--- src/rtl/sew_pkg.sv ---
package sew_pkg;
  typedef enum logic [2:0] {
    ST_IDLE   = 3'd0,
    ST_WINDOW = 3'd1,
    ST_ERASE  = 3'd2,
    ST_SWAIT  = 3'd3,
    ST_SUSP   = 3'd4
  } sew_state_e;
endpackage

--- src/rtl/sew_tick_timer.sv ---
module sew_tick_timer #(
  parameter int LIMIT = 100
) (
  input  logic clk,
  input  logic rst_n,
  input  logic run,
  input  logic restart,
  input  logic tick,
  output logic expire
);
  localparam int CW = $clog2(LIMIT + 1);
  logic [CW-1:0] cnt;

  assign expire = run && tick && !restart && (cnt == CW'(LIMIT - 1));

  always_ff @(posedge clk) begin
    if (!rst_n)               cnt <= '0;
    else if (!run || restart) cnt <= '0;
    else if (tick)            cnt <= cnt + 1'b1;
  end

  // the count never passes its limit
  p_cnt_bound_r4: assert property (@(posedge clk) disable iff (!rst_n)
    cnt <= CW'(LIMIT));
endmodule

--- src/rtl/sew_mask_acc.sv ---
module sew_mask_acc #(
  parameter int NUM_SECTORS = 11,
  parameter int SEC_W = $clog2(NUM_SECTORS)
) (
  input  logic                   clk,
  input  logic                   rst_n,
  input  logic                   clr,
  input  logic                   add,
  input  logic [SEC_W-1:0]       idx,
  output logic [NUM_SECTORS-1:0] mask
);
  logic [NUM_SECTORS-1:0] onehot;

  for (genvar g = 0; g < NUM_SECTORS; g++) begin : g_dec
    assign onehot[g] = (idx == SEC_W'(g));
  end

  always_ff @(posedge clk) begin
    if (!rst_n || clr) mask <= '0;
    else if (add)      mask <= mask | onehot;
  end
endmodule

--- src/rtl/sector_erase_ctl.sv ---
module sector_erase_ctl #(
  parameter int NUM_SECTORS   = 11,
  parameter int WINDOW_TICKS  = 100,
  parameter int SUSPEND_TICKS = 15,
  parameter int SEC_W         = $clog2(NUM_SECTORS)
) (
  input  logic                   clk,
  input  logic                   rst_n,
  input  logic                   tick,
  input  logic                   cmd_sector,
  input  logic [SEC_W-1:0]       cmd_sector_idx,
  input  logic                   cmd_suspend,
  input  logic                   cmd_resume,
  input  logic                   cmd_other,
  input  logic                   erase_done,
  output logic [NUM_SECTORS-1:0] erase_mask,
  output logic                   erase_start,
  output logic                   erase_active,
  output logic                   exec_hold,
  output logic                   suspended,
  output logic                   window_closed
);
  import sew_pkg::*;

  sew_state_e state, nxt;
  logic       launched;
  logic       sector_ok, win_expire, susp_expire;
  logic       start_d, mask_add, mask_clr;

  assign sector_ok = cmd_sector && (cmd_sector_idx < SEC_W'(NUM_SECTORS));

  sew_tick_timer #(.LIMIT(WINDOW_TICKS)) u_win_timer (
    .clk(clk), .rst_n(rst_n),
    .run(state == ST_WINDOW),
    .restart((state == ST_WINDOW) && sector_ok),
    .tick(tick), .expire(win_expire)
  );

  sew_tick_timer #(.LIMIT(SUSPEND_TICKS)) u_susp_timer (
    .clk(clk), .rst_n(rst_n),
    .run(state == ST_SWAIT),
    .restart(1'b0),
    .tick(tick), .expire(susp_expire)
  );

  always_comb begin
    nxt      = state;
    start_d  = 1'b0;
    mask_add = 1'b0;
    unique case (state)
      ST_IDLE: if (sector_ok) begin
        nxt = ST_WINDOW; mask_add = 1'b1;
      end
      ST_WINDOW: begin
        if (cmd_other)        nxt = ST_IDLE;
        else if (cmd_suspend) nxt = ST_SUSP;
        else if (sector_ok)   mask_add = 1'b1;
        else if (win_expire) begin
          nxt = ST_ERASE; start_d = 1'b1;
        end
      end
      ST_ERASE: begin
        if (erase_done)       nxt = ST_IDLE;
        else if (cmd_suspend) nxt = ST_SWAIT;
      end
      ST_SWAIT: begin
        if (erase_done)       nxt = ST_IDLE;
        else if (susp_expire) nxt = ST_SUSP;
      end
      ST_SUSP: if (cmd_resume) begin
        nxt = ST_ERASE; start_d = !launched;
      end
      default: nxt = ST_IDLE;
    endcase
  end

  assign mask_clr = (state != ST_IDLE) && (nxt == ST_IDLE);

  sew_mask_acc #(.NUM_SECTORS(NUM_SECTORS), .SEC_W(SEC_W)) u_mask (
    .clk(clk), .rst_n(rst_n), .clr(mask_clr), .add(mask_add),
    .idx(cmd_sector_idx), .mask(erase_mask)
  );

  always_ff @(posedge clk) begin
    if (!rst_n) begin
      state       <= ST_IDLE;
      launched    <= 1'b0;
      erase_start <= 1'b0;
    end else begin
      state       <= nxt;
      erase_start <= start_d;
      if (nxt == ST_IDLE) launched <= 1'b0;
      else if (start_d)   launched <= 1'b1;
    end
  end

  assign erase_active  = (state == ST_ERASE) || (state == ST_SWAIT);
  assign exec_hold     = (state == ST_SWAIT) || (state == ST_SUSP);
  assign suspended     = (state == ST_SUSP);
  assign window_closed = (state == ST_ERASE) || (state == ST_SWAIT) || (state == ST_SUSP);

  // launch is a single-cycle pulse
  p_start_pulse_r4: assert property (@(posedge clk) disable iff (!rst_n)
    erase_start |=> !erase_start);
  // window reads closed when the erase is launched
  p_start_closed_r4: assert property (@(posedge clk) disable iff (!rst_n)
    erase_start |-> window_closed && erase_active);
  // mask frozen while the window stays closed
  p_mask_frozen_r6: assert property (@(posedge clk) disable iff (!rst_n)
    window_closed && $past(window_closed) |-> $stable(erase_mask));
  // a suspended erase always has sectors queued
  p_susp_nonempty_r8: assert property (@(posedge clk) disable iff (!rst_n)
    suspended |-> (erase_mask != '0));
  // while suspended, only resume leaves the suspended state
  p_susp_hold_r9: assert property (@(posedge clk) disable iff (!rst_n)
    suspended && !cmd_resume |=> suspended);
  // the executor is held whenever suspended
  p_hold_when_susp_r7: assert property (@(posedge clk) disable iff (!rst_n)
    suspended |-> exec_hold && !erase_active);
endmodule

--- config.mk ---
export PLATFORM = sky130hd
export DESIGN_NAME = sector_erase_ctl
export DESIGN_NICKNAME = d
export VERILOG_FILES = /design/src/rtl/sew_pkg.sv /design/src/rtl/sew_tick_timer.sv /design/src/rtl/sew_mask_acc.sv /design/src/rtl/sector_erase_ctl.sv
export SDC_FILE = /design/constraint.sdc
export NUM_CORES = 1
export LEC_CHECK = 0
export BUFFER_PORTS_ARGS = -buffer_cell sky130_fd_sc_hd__buf_2
export CORE_MARGIN = 3
export CORE_UTILIZATION = 43
export CTS_CLUSTER_DIAMETER = 120
export DETAILED_ROUTE_END_ITERATION = 7
export GPL_ROUTABILITY_DRIVEN = 1
export PLACE_DENSITY = 0.62
export SLEW_MARGIN = 20
export SYNTH_ARGS = -nofsm -noshare
export SYNTH_HDL_FRONTEND = slang
export SYNTH_SLANG_ARGS = --single-unit
export TNS_END_PERCENT = 1
--- constraint.sdc ---
create_clock -name clk -period 3.6 [get_ports clk]
set_input_delay 1.08 -clock clk [delete_from_list [all_inputs] [get_ports clk]]
set_output_delay 1.08 -clock clk [all_outputs]
set_load 0.03 [all_outputs]
==> implementation parameters, run 1 <==
Parameter                              Value

Floorplan
  Number of ports placed on the die boundary ... 28
  Placeable core region ... 2880 um^2
  DIE HEIGHT ... 61.9 um
  Initial core utilization ... 0.468
  Standard-cell row count ... 19
  Die footprint ... 3840 um^2
  Die X ... 61.9 um

Clock network
  Clock latency on the worst-skew pair ... 0.33 ns
  CTS HTree Levels ... 1
  Count of hold-fix buffers inserted at cts ... 0
  TritonCTS clock tree ... done
  Clk sink count ... 27
  Total of cells resized after clock tree synthesis ... 0
  Buffer levels on the longest clock path ... 2
  Cell at the root of the clock tree ... sky130_fd_sc_hd__clkbuf_4
  Clock-pin slew of the registers on the worst-case setup and hold paths ... 0.15 ns
  Post-CTS repair timing setup buffer count ... 0
  Number of buffers created by CTS ... 3

Synth
  Synth top area cells ... sky130_fd_sc_hd__dfxtp_1 40%, sky130_fd_sc_hd__a21oi_2 7.2%, sky130_fd_sc_hd__nor2_1 5.9%
  Number of enable flip-flop cells after synthesis ... 0
  Cell Area, Synth ... 1350 um^2
  Post-Synthesis Net Count ... 160
  Post-Synth Simple-Gate Area ... 0.226
  Share of async-settable or async-resettable flops after synthesis ... 0
  Adder-cell share of the synthesized area ... 0.0279
  Number of synthesis warnings ... 0
  Yosys top cell by area ... sky130_fd_sc_hd__dfxtp_1
  Sequential element share of the synthesized area ... 0.402
  Post-synthesis compound-gate area fraction ... 0.223
  Share of Yosys cell area claimed by the top area cell type ... 0.402
  Syn_area_per_cell ... 9.28 um^2
  Leading register cell type out of synthesis ... sky130_fd_sc_hd__dfxtp_1
  Multiplexer fraction of the synthesized cell area ... 0.00744
  Number of unique standard cell types used by synthesis ... 42
  Main combinational cell family by area after synthesis ... simple AND/OR/NAND/NOR gates
  Flip-flop and latch count after synthesis ... 27
  Xor-xnor portion of the synthesized cell area ... 0.0586
  Synthesized netlist cell count ... 145

GRT
  First-pass GRT wire length ... 4470 um
  GR Overflow Total ... 0
  Largest net degree at the start of global routing ... 17
  Tot GR Track Use ... 0.156
  Number of global-route vias before repair ... 1011
  Initial antenna violation count ... 0

Run
  Max-cap viol count ... 0

Finish
  Filler cell count ... 294
  Antenna cell count ... 0
  Area added between synthesis and finish ... 12.9%
  Share of post-route cells with drive strength above 1 ... 0.310
  Number of nets in the layout ... 187

Placed design
  Global placement routability congestion ... 0.786
  Detailed placer's ending HPWL ... 2060 um
  Count of buffers inserted at the top-level ports ... 27

Pwr
  Net switching power ... 0.141 mW
  Largest vdd supply drop ... 142 uV
  Sequential cell fraction of total power ... 0.600
  Switching portion of total power ... 0.276
  Total power of the final layout ... 0.512 mW
  Proportion of power drawn by the clock network ... 0.263
  Leakage power figure ... 0.603 nW
  Logic pwr share ... 0.137
  P_int ... 0.371 mW
  Power per standard cell area ... 337 nW/um^2

Outcome
  Status ... completed

Route
  Post-route antenna net violation count ... 0
  Total Wirelength ... 2630 um
  Via count ... 1104
  # DRC ... 0
  Via count normalized by instance count ... 5.18
  Wire length per cell after detailed routing ... 12.4 um
  Initial DRT Pass Iterations ... 4
  Initial drt markers ... 56

Timing
  Final setup violation count ... 0
  Worst slew slack as a fraction of its limit ... 0.515
  RSZ-0062 raised after global routing ... no
  Total Neg Setup Slack ... 0 ns
  Count of final max-slew check failures ... 0
  Final count of hold timing violations ... 0
  Ratio of final minimum period to clock period ... 0.686
  Clock period minus final worst setup slack ... 2.47 ns
  F_max ... 405 MHz
  Worst-Margin Slew ... 0.727 ns
  Worst Skew ... 0.00849 ns

Worst setup path
  Register-to-Register Path Depth ... 4
  Type of destination of the critical path ... primary output
  Worst reg-to-reg setup slack ... 1.69 ns
  Critical Path Source Type ... flop
  Top fanout value on the critical path ... 12
  Class of the most critical setup path ... reg2out
  Crit path required time ... 2.52 ns
  Worst endpoint data arrival time ... 1.39 ns

Hold path
  Kind of path behind the tightest hold check ... reg2reg
  Number of cells on the worst hold path ... 2
-- worst paths after layout --
| path | startpoint | to |
|---|---|---|
| hold reg to reg | u_mask.mask[7] | u_mask.mask[7] |
| hold / removal | u_mask.mask[7] | u_mask.mask[7] |
| setup reg to reg | state[1] | u_mask.mask[10] |
| setup / recovery | state[1] | suspended |
-- area by class of cell --
type	count	area, um^2	area share
inverter	6	22.5	0.0148
clock inverter	1	7.51	0.00494
tap	42	52.6	0.0346
clock buffer	3	22.5	0.0148
timing repair buffer	28	143	0.0939
sequential	27	541	0.356
multi-input combinational	106	731	0.481
-- power groups by stage --
stage | Clock (mW) | Combinational [mW] | Sequential [mW]
floorplan | 0 | 0.0485 | 0.319
finish | 0.134 | 0.0700 | 0.307
global route | 0.155 | 0.0771 | 0.308
detailed placement | 0 | 0.0701 | 0.314
CTS | 0.141 | 0.0704 | 0.307
global placement | 0 | 0.0690 | 0.314
-- Yosys cell counts (all sizes together) (2+ instances only) --
cell	number
a21oi	18
a31oi	7
and4	2
buf	6
dfxtp	27
ha	3
inv	6
nand2	11
nand2b	2
nand3	3
nand4	4
nor2	21
nor2b	3
nor3	3
nor4	2
o21a	2
o21ai	2
xnor2	4
xor2	5
-- worst max-delay path, stage by stage, from the launching register on --
cell and delay, ns:
sky130_fd_sc_hd__dfxtp_1 0.57, sky130_fd_sc_hd__nor2_1 0.09, sky130_fd_sc_hd__nand2_1 0.13, sky130_fd_sc_hd__inv_1 0.09, sky130_fd_sc_hd__buf_2 0.18
-- registers in the layout, summed over array words and instances, names as in the netlist --
| name | count |
|---|---|
| u_susp_timer.cnt | 4 |
| erase_start | 1 |
| u_win_timer.cnt | 7 |
| u_mask.mask | 11 |
| state | 3 |
| launched | 1 |
-- through the flow --
| stage | worst slack, ns | util | area, um^2 | hold WS [ns] | instances |
|---|---|---|---|---|---|
| 4_1_cts | 1.11 | 0.528 | 1520 | 0.514 | 213 |
| 3_3_place_gp | 1.01 | 0.518 | 1490 | 0.473 | 209 |
| 2_1_floorplan | 1.39 | - | 1350 | 0.472 | 145 |
| 6_report | 1.13 | 0.528 | 1520 | 0.509 | 213 |
| 5_1_grt | 1.04 | 0.528 | 1520 | 0.537 | 213 |
| 3_5_place_dp | 0.991 | 0.518 | 1490 | 0.479 | 209 |
-- per-layer routing --
| layer | share of wire | GRT usage |
|---|---|---|
| met3 | 0.039 | 0.0351 |
| met1 | 0.49 | 0.202 |
| met2 | 0.46 | 0.250 |
| met4 | 0.014 | 0.0636 |
| met5 | 0 | 0 |
-- cell usage in the layout (no fill, tap or decap), drive strengths merged, types with 3 or more instances in the layout --
cell type	n
nor2	21
nor3	3
nor2b	3
nand2	11
nand4	4
inv	6
a21oi	18
xor2	5
buf	28
dfxtp	27
nand3	3
xnor2	4
clkbuf	3
a31oi	7
ha	3
-- cells by family after synthesis --
kind of cell	after synthesis
mux	1
compound gates	37
xor+xnor	9
fa+ha+maj	3
flops	27
simple gates	56
buf+inv	12
Note: power is estimated with default switching activity, not from simulation.
==> run 2, diff against run 1 <==
--- a/config.mk
+++ b/config.mk
@@ -11,7 +11,7 @@
 export CTS_CLUSTER_DIAMETER = 120
 export DETAILED_ROUTE_END_ITERATION = 7
 export GPL_ROUTABILITY_DRIVEN = 1
-export PLACE_DENSITY = 0.62
+export PLACE_DENSITY = 0.65
 export SLEW_MARGIN = 20
 export SYNTH_ARGS = -nofsm -noshare
 export SYNTH_HDL_FRONTEND = slang
==> constraint.sdc (replaced) <==
create_clock -name clk -period 2.05 [get_ports clk]
set_input_delay 0.615 -clock clk [delete_from_list [all_inputs] [get_ports clk]]
set_output_delay 0.615 -clock clk [all_outputs]
set_load 0.03 [all_outputs]
==> run 2 against run 1 <==
Net effect:
- first-iteration DRC count rose by 14%
- cell area grew 3.5%
- die area is the same
- non-clock buffer count rose by 6
- routed wire length increased by 2.4%
- via count rose by 3.2%
- sequential power is 76% higher
- global-route usage rose by 0.65 points
- largest power group unchanged
==> implementation parameters, run 2 (synthesized netlist as in run 1, its figures left out) <==
Parameter                              Value

Timing
  Final setup violation count ... 0 (unchanged)
  Worst slew slack as a fraction of its limit ... 0.512 (-0.00371)
  Final count of hold timing violations ... 0 (unchanged)
  RSZ-0062 raised after global routing ... no
  Worst Skew ... 0.00856 ns (+0.0000729 ns)
  Clock period minus final worst setup slack ... 1.91 ns
  Worst-Margin Slew ... 0.732 ns (+0.00557 ns)
  Count of final max-slew check failures ... 0 (unchanged)
  F_max ... 524 MHz
  Ratio of final minimum period to clock period ... 0.930

Placed design
  Global placement routability congestion ... 0.785 (-0.18%)
  Detailed placer's ending HPWL ... 2120 um (+2.9%)
  Placed Instances ... 215 (+2.9%)
  Count of buffers inserted at the top-level ports ... 27 (unchanged)

Worst setup path
  Crit-path leading delay family ... flip-flops
  Master of the slowest instance on the critical path ... sky130_fd_sc_hd__dfxtp_1
  Top fanout value on the critical path ... 6 (-6)
  Worst endpoint data arrival time ... 1.29 ns (-0.10 ns)
  Slowest stage delay, CP ... 0.45 ns (-0.12 ns)
  Worst Path Buf+Inv ... 1 (-1)
  Type of destination of the critical path ... primary output
  Cell mode on critical path ... sky130_fd_sc_hd__nand2_1
  Series of cell instances along the critical path ... nor2b_4 > nand2_1 > nand2_1 > buf_2
  Critical Path Source Type ... flop
  Class of the most critical setup path ... reg2out
  Crit path required time ... 1.43 ns (-1.09 ns)

Finish
  Number of nets in the layout ... 193 (+3.2%)
  Largest registers ranked by flip-flop count ... u_mask.mask: 11 flops, u_win_timer.cnt: 7 flops, u_susp_timer.cnt: 4 flops
  Area added between synthesis and finish ... 16.9%
  Number of flip-flops in the largest register ... 11 (unchanged)
  Post-layout utilization of the core ... 0.547 (+0.0187)
  Most frequent standard cell in the layout excluding fill and tap cells ... sky130_fd_sc_hd__buf_2
  Reg with most FFs ... u_mask.mask
  Share of post-route cells with drive strength above 1 ... 0.345 (+0.0347)
  Antenna cell count ... 0 (unchanged)
  Final standard cell count with taps included and fillers excluded ... 219 (+2.8%)
  Most frequent cells in the layout ... 27 x sky130_fd_sc_hd__buf_2, 26 x sky130_fd_sc_hd__dfxtp_1, 21 x sky130_fd_sc_hd__nor2_1

Clock network
  Buffer levels on the longest clock path ... 2 (unchanged)
  Count of hold-fix buffers inserted at cts ... 0 (unchanged)
  Total of cells resized after clock tree synthesis ... 0 (unchanged)
  Number of buffers created by CTS ... 3 (unchanged)
  Clock latency on the worst-skew pair ... 0.33 ns (about the same)
  Clock-pin slew of the registers on the worst-case setup and hold paths ... 0.15 ns (about the same)
  Clk sink count ... 27 (unchanged)
  CTS HTree Levels ... 1 (unchanged)
  Post-CTS repair timing setup buffer count ... 0 (unchanged)
  Cell at the root of the clock tree ... sky130_fd_sc_hd__clkbuf_4
  TritonCTS clock tree ... done

Route
  Via count ... 1139 (+3.2%)
  Total Wirelength ... 2690 um (+2.4%)
  Via count normalized by instance count ... 5.20 (+0.34%)
  Post-route antenna net violation count ... 0 (unchanged)
  # DRC ... 0 (unchanged)
  Wire length per cell after detailed routing ... 12.3 um (-0.41%)
  Initial DRT Pass Iterations ... 4 (unchanged)
  Initial drt markers ... 64 (+14%)

Hold path
  Kind of path behind the tightest hold check ... reg2reg

Pwr
  Leakage power figure ... 0.638 nW (+5.9%)
  Total power of the final layout ... 0.917 mW (+79%)
  Power per standard cell area ... 583 nW/um^2 (+73%)
  Largest vdd supply drop ... 411 uV (+190%)

GRT
  GR Overflow Total ... 0 (unchanged)
  First-pass GRT wire length ... 4560 um (+2.0%)
  Number of global-route vias before repair ... 1063 (+5.1%)
  Initial antenna violation count ... 0 (unchanged)
  Largest net degree at the start of global routing ... 18 (+1)
  Tot GR Track Use ... 0.162 (+0.00645)

Floorplan
  DIE HEIGHT ... 61.9 um (unchanged)
  Number of ports placed on the die boundary ... 28 (unchanged)
  Die footprint ... 3840 um^2 (unchanged)
  Standard-cell row count ... 19 (unchanged)
  Placeable core region ... 2880 um^2 (unchanged)
  Die X ... 61.9 um (unchanged)
  Initial core utilization ... 0.468 (unchanged)

Outcome
  Status ... completed

Run
  Max-cap viol count ... 0 (unchanged)
[run 2: changes by cell type in the layout (fill, tap and decap cells not counted), sizes merged]
cell	before	now
buf	28	34
clkinvlp	1	0
inv	6	7
[run 2: layout make-up]
cell class	count	area (um^2)
Clock buffer	3	22.5
Clock inverter	1	8.76
Fill cell	287	1300
Inverter	6	22.5
Multi-Input combinational cell	106	737
Sequential cell	27	542
Tap cell	42	52.6
Timing Repair Buffer	34	188
[run 2: tightest hold or removal path: stages (launching register included)]
cell,delay [ns]
sky130_fd_sc_hd__dfxtp_1,0.35
sky130_fd_sc_hd__a31oi_1,0.05
sky130_fd_sc_hd__a21oi_2,0.08
[run 2: final timing paths]
path                                    startpoint         endpoint  slack, ns  cells after the start
worst min register to register      u_mask.mask[1]   u_mask.mask[1]       0.51                      2
worst max-delay path                      state[0]        exec_hold       0.14                      4
worst min-delay path                u_mask.mask[1]   u_mask.mask[1]       0.51                      2
worst max register to register  u_win_timer.cnt[0]  u_mask.mask[10]       0.17                      6
[run 2: through the flow]
stage	hold WS [ns]	area (um^2)	setup TNS, ns	worst slack [ns]
floorplan	0.472	1350	0	0.307
global placement	0.469	1530	0	0.00218
detailed placement	0.470	1530	-0.0735	-0.0431
CTS	0.505	1570	0	0.0687
global route	0.528	1570	0	0.0101
finish	0.506	1570	0	0.143
[run 2: where the power goes]
part           switching [mW]  internal, mW
clock network           0.165        0.0797
registers             0.00619         0.533
logic                  0.0828        0.0510
total                   0.254         0.664
[run 2: layer usage]
metal / share of wire / GRT usage / wire [um]
met1: 0.45 / 0.196 / 1210
met2: 0.50 / 0.275 / 1350
met3: 0.038 / 0.0496 / 102
met4: 0.013 / 0.0515 / 34
met5: 0 / 0 / 0
